==> src/rtl/tstamp_pkg.sv <==
package tstamp_pkg;
   typedef enum logic {
      WORD_LO = 1'b0,
      WORD_HI = 1'b1
   } word_sel_e;

   function automatic int unsigned phase_bits(input int unsigned div);
      return (div > 1) ? $clog2(div) : 1;
   endfunction
endpackage

==> src/rtl/tstamp_prescale.sv <==
module tstamp_prescale #(
   parameter int unsigned DIV = 4
) (
   input  logic clk,
   input  logic rst_n,
   input  logic en,
   input  logic restart,
   output logic tick
);
   localparam int unsigned PW = tstamp_pkg::phase_bits(DIV);
   localparam logic [PW-1:0] LAST = PW'(DIV - 1);

   initial begin
      assert (DIV >= 1) else $error("DIV must be at least 1");
   end

   generate
      if (DIV == 1) begin : g_direct
         assign tick = en & ~restart;
      end else begin : g_divided
         logic [PW-1:0] phase_q;

         always_ff @(posedge clk) begin
            if (!rst_n) begin
               phase_q <= '0;
            end else if (restart) begin
               phase_q <= '0;
            end else if (en) begin
               if (phase_q == LAST) phase_q <= '0;
               else                 phase_q <= phase_q + 1'b1;
            end
         end

         assign tick = en & ~restart & (phase_q == LAST);
      end
   endgenerate
endmodule

==> src/rtl/tstamp_word.sv <==
module tstamp_word #(
   parameter int unsigned W = 32
) (
   input  logic         clk,
   input  logic         rst_n,
   input  logic         load,
   input  logic [W-1:0] load_val,
   input  logic         step,
   output logic [W-1:0] val,
   output logic         full
);
   initial begin
      assert (W >= 2) else $error("word width too small");
   end

   always_ff @(posedge clk) begin
      if (!rst_n)    val <= '0;
      else if (load) val <= load_val;
      else if (step) val <= val + 1'b1;
   end

   assign full = &val;
endmodule

==> src/rtl/tstamp_rdport.sv <==
module tstamp_rdport #(
   parameter int unsigned W = 32
) (
   input  logic         clk,
   input  logic         rst_n,
   input  logic         rd,
   input  logic         hi,
   input  logic [W-1:0] lo_val,
   input  logic [W-1:0] hi_val,
   output logic [W-1:0] rd_data
);
   logic [W-1:0] shadow_q;

   always_ff @(posedge clk) begin
      if (!rst_n) begin
         shadow_q <= '0;
         rd_data  <= '0;
      end else if (rd) begin
         if (hi == tstamp_pkg::WORD_HI) begin
            rd_data <= shadow_q;
         end else begin
            rd_data  <= lo_val;
            shadow_q <= hi_val;
         end
      end
   end
endmodule

==> src/rtl/tstamp_counter.sv <==
module tstamp_counter #(
   parameter int unsigned HALF_W = 32,
   parameter int unsigned DIV    = 4
) (
   input  logic                clk,
   input  logic                rst_n,
   input  logic                tick_en,
   input  logic                acc_req,
   input  logic                acc_wr,
   input  logic                acc_hi,
   input  logic                acc_super,
   input  logic [HALF_W-1:0]   wr_data,
   output logic [HALF_W-1:0]   rd_data,
   output logic                priv_fault,
   output logic [2*HALF_W-1:0] count_o
);
   localparam int unsigned NWORDS = 2;

   logic sup_wr, usr_wr, rd, tick;
   logic [NWORDS-1:0][HALF_W-1:0] word_val;
   logic [NWORDS-1:0]             word_full;

   assign sup_wr = acc_req & acc_wr & acc_super;
   assign usr_wr = acc_req & acc_wr & ~acc_super;
   assign rd     = acc_req & ~acc_wr;

   tstamp_prescale #(.DIV(DIV)) u_pre (
      .clk(clk), .rst_n(rst_n), .en(tick_en), .restart(sup_wr), .tick(tick)
   );

   for (genvar g = 0; g < NWORDS; g++) begin : g_word
      logic ld, stp;
      assign ld = sup_wr & (acc_hi == g[0]);
      if (g == 0) begin : g_lo
         assign stp = tick;
      end else begin : g_hi
         assign stp = tick & word_full[g-1];
      end
      tstamp_word #(.W(HALF_W)) u_word (
         .clk(clk), .rst_n(rst_n), .load(ld), .load_val(wr_data),
         .step(stp), .val(word_val[g]), .full(word_full[g])
      );
   end

   tstamp_rdport #(.W(HALF_W)) u_rd (
      .clk(clk), .rst_n(rst_n), .rd(rd), .hi(acc_hi),
      .lo_val(word_val[0]), .hi_val(word_val[1]), .rd_data(rd_data)
   );

   always_ff @(posedge clk) begin
      if (!rst_n) priv_fault <= 1'b0;
      else        priv_fault <= usr_wr;
   end

   assign count_o = {word_val[1], word_val[0]};
endmodule

==> config.mk <==
export PLATFORM = sky130hd
export DESIGN_NAME = tstamp_counter
export DESIGN_NICKNAME = d
export VERILOG_FILES = /design/src/rtl/tstamp_pkg.sv /design/src/rtl/tstamp_prescale.sv /design/src/rtl/tstamp_word.sv /design/src/rtl/tstamp_rdport.sv /design/src/rtl/tstamp_counter.sv
export SDC_FILE = /design/constraint.sdc
export NUM_CORES = 1
export LEC_CHECK = 0
export BUFFER_PORTS_ARGS = -buffer_cell sky130_fd_sc_hd__buf_2
export CAP_MARGIN = 20
export CELL_PAD_IN_SITES_DETAIL_PLACEMENT = 2
export CELL_PAD_IN_SITES_GLOBAL_PLACEMENT = 2
export CORE_UTILIZATION = 34
export DETAILED_ROUTE_END_ITERATION = 8
export PLACE_DENSITY_LB_ADDON = 0.1
export SLEW_MARGIN = 10
export SYNTH_ARGS = -nofsm -noshare
export SYNTH_HDL_FRONTEND = slang
export SYNTH_SLANG_ARGS = --single-unit
==> constraint.sdc <==
create_clock -name clk -period 4.15 [get_ports clk]
set_clock_uncertainty 0.2 [all_clocks]
set_input_delay 0.415 -clock clk [delete_from_list [all_inputs] [get_ports clk]]
set_output_delay 0.415 -clock clk [all_outputs]
set_load 0.02 [all_outputs]
==> impl_results.md <==
- Status: finished, final reports clean
- Sw frac: 0.266
- Largest net degree at the start of global routing: 63
- Leading area contributor after synthesis: dfxtp_1
- Vias in the first global route: 6,645
- Vias: 6,375
- DR WL/cell: 22.2 µm
- Rows: 48
- WS Path Type: primary input to register
- Internal power: 2.33 mW
- Top post-synthesis cells by area: dfxtp_1, nand2_1, mux2i_1, a211oi_1, a21oi_1
- Clock Path Buffers: 2
- Die area: 0.0187 mm²
- GPL Wtd Cong: 0.794
- CP max FO: 14
- Worst EP required: 4.29 ns
- Ant diodes: 0
- Drt pass-1 iters: 4
- M1 WL: 10,600 µm
- Congestion Overflow GR: 0
- Final Max Tran Viols: 0
- Reg power frac: 0.426
- Count leader, synth: dfxtp_1
- CP Capture Type: register
- Final hold vios: 0
- Pwr Total: 3.17 mW
- Input/output buffers: between 100 and 150
- Initial antenna violation count: 0
- CTS tree: yes
- Die width: between 100 and 150 µm
- Routed wl met3: 1070 µm
- Initial core utilization: 0.353
- Synthesized Nets: 797
- Top Ports: 136
- Initial drt markers: ~330
- WL final: 24,400 µm
- Placeable Area: 0.0175 mm²
- Seq/Total Area, Yosys: 0.424
- Htree depth: 4
- Clk Latency, worst-skew pair: about 0.42 ns
- Avg Synthesized Cell Area: between 8 and 9 µm²
- Area Overhead vs Synth: 24.1%
- Num CTS Buffers: 17
- Slew margin rel.: 0.435
- Via density: 5.79
- FILL cells: 1,997
- Switching pwr: 844 µW
- Final setup vio count: 0
- Most used cell, CP: nor3_1
- Delay-heaviest family, CP: simple AND/OR/NAND/NOR gates
- CP max stage delay: 0.54 ns
- WP buf/inv: 3
- Yosys top cell area share: 0.424
- Global-route wire length before repair: 37,600 µm
- Synth Register Bits: 131
- Synthesis Warnings: 0
- Drt drc: 0
- CP max stage cell: o311a_1
- Setup TNS: 0 ns
- Max Used Layer: met4
- Max cap viols: 0
- DR WL met2: 12,400 µm
- Min Clock Period, post-route: 2.99 ns
- Final net count: 905
- Cell Chain, Critical Path: dlygate4sd3_1, buf_2, and3_1, nor3_1, buf_4, nand4_1, o311a_1, nor3_1
- Pwr Density: 414 mW/mm²
- Die Span Y: 137 µm
- RSZ-0062 raised after global routing: false
- Crit path launch type: primary input
- HPWL after DPL: between 15,000 and 20,000 µm
- Clock share of power: 0.482
- Reg clk slew, reported paths: 0.06 ns
- Data arrival, critical path: around 3.1 ns
- Post-CTS setup buffers: 0
- Layout cell share with drive strength beyond 1: 0.218
- Total Routing Usage GR: 0.266
- Worst IR Drop VDD: 278 µV
- Combinational Power Share: 0.091
- Tcrit/Tclk final: 0.721
- Post-synthesis cell type count: 45
- Most used DFF post-synth: dfxtp_1
- Post-Synthesis Cells: 755
- Hold Path Class: primary input to register
- Pleak: 2.92 nW
- Top post-synthesis cells by count: dfxtp_1, nand2_1, nor2_1
- Root Driver: clkbuf_16
- Highest Clock Rate: about 330 MHz
- Mapped cell area: between 0.006 and 0.007 mm²
- DRT antenna net count: 0
- Asr flop ratio synth: 0
- Worst-Margin Slew: 0.847 ns
- Clk sinks: 131
- EDFF count, synth: 0
through the flow:
stage	cell area, µm²	instances	setup WS (ns)	utilization	hold WS, ns
after floorplan	6180	755	1.64	-	0.236
after global placement	7010	1065	1.34	0.400	0.243
after detailed placement	7010	1065	1.28	0.400	0.252
after CTS	7620	1098	1.18	0.434	0.0496
after global routing	7670	1101	0.948	0.438	0.0929
final	7670	1101	1.16	0.438	0.0819
final cells by class:
| cell class | instances | area (µm²) | area share |
|---|---|---|---|
| clock buffer | 20 | 467 | 0.0608 |
| multi-input combinational | 555 | 3320 | 0.432 |
| inverter | 8 | 30.0 | 0.00391 |
| sequential | 131 | 2620 | 0.342 |
| timing repair buffer | 150 | 823 | 0.107 |
| clock inverter | 12 | 131 | 0.0171 |
| tap | 225 | 282 | 0.0367 |
layout by cell type (no fill, tap or decap), types with 4 or more instances in the layout:
master	count
a211oi_1	43
a21oi_1	56
a311oi_1	4
a31oi_1	19
and2_1	4
and3_1	11
and4_1	10
buf_2	135
buf_4	11
clkbuf_16	17
clkinvlp_4	4
dfxtp_1	131
inv_1	7
mux2i_1	35
nand2_1	100
nand3_1	20
nand4_1	21
nor2_1	57
nor3_1	19
nor4_1	9
o21ai_0	52
o31ai_1	14
or3_1	5
or4_1	18
xnor2_1	10
xor2_1	19
path summary, 6_finish.rpt:
kind | startpoint | to | slack [ns] | cells past startpoint
setup / recovery | acc_super | g_word[1].u_word.val[26] | 1.16 | 8
hold reg to reg | u_rd.shadow_q[11] | u_rd.shadow_q[11] | 0.26 | 2
setup reg to reg | g_word[0].u_word.val[10] | g_word[1].u_word.val[26] | 1.32 | 6
hold / removal | acc_req | priv_fault | 0.08 | 3
metal layers:
layer,track usage,up-vias
met1,0.332,3236
met5,0,-
met2,0.470,145
li1,-,2972
met3,0.0381,22
met4,0.0873,0
sequential cells by signal, summed over array words and instances, names as in the netlist:
signal	cells
u_rd.rd_data	32
priv_fault	1
u_pre.g_divided.phase_q	2
u_rd.shadow_q	32
g_word.u_word.val	64
timing repair:
item | 4_1_cts | 5_1_grt
hold buffers | 1 | 0
endpoints found under the hold margin | 1 | 0
resized for setup | 0 | 0
power by group through the flow:
stage | clock, mW | sequential (mW) | combinational (mW)
final | 1.53 | 1.35 | 0.290
after detailed placement | 0 | 1.38 | 0.283
after global routing | 1.60 | 1.36 | 0.313
after CTS | 1.55 | 1.35 | 0.289
after global placement | 0 | 1.38 | 0.272
after floorplan | 0 | 1.41 | 0.124
worst min-delay path: cells and delay by family:
kind                   cells  cell delay (ns)
buffers and inverters      1             0.13
and+or+nand+nor            2             0.12
cells by family (layout without fill, tap and decap cells):
group | after synthesis | after routing | share of synthesized area
XOR/XNOR | 29 | 29 | 0.0411
AO/OA/AOI/OAI | 199 | 199 | 0.197
multiplexers | 36 | 36 | 0.0585
flip-flops | 131 | 131 | 0.424
AND/OR/NAND/NOR | 288 | 288 | 0.231
buffers and inverters | 69 | 190 | 0.0425
adder cells (fa/ha/maj) | 3 | 3 | 0.00607
(Power assumes the default switching activity.)
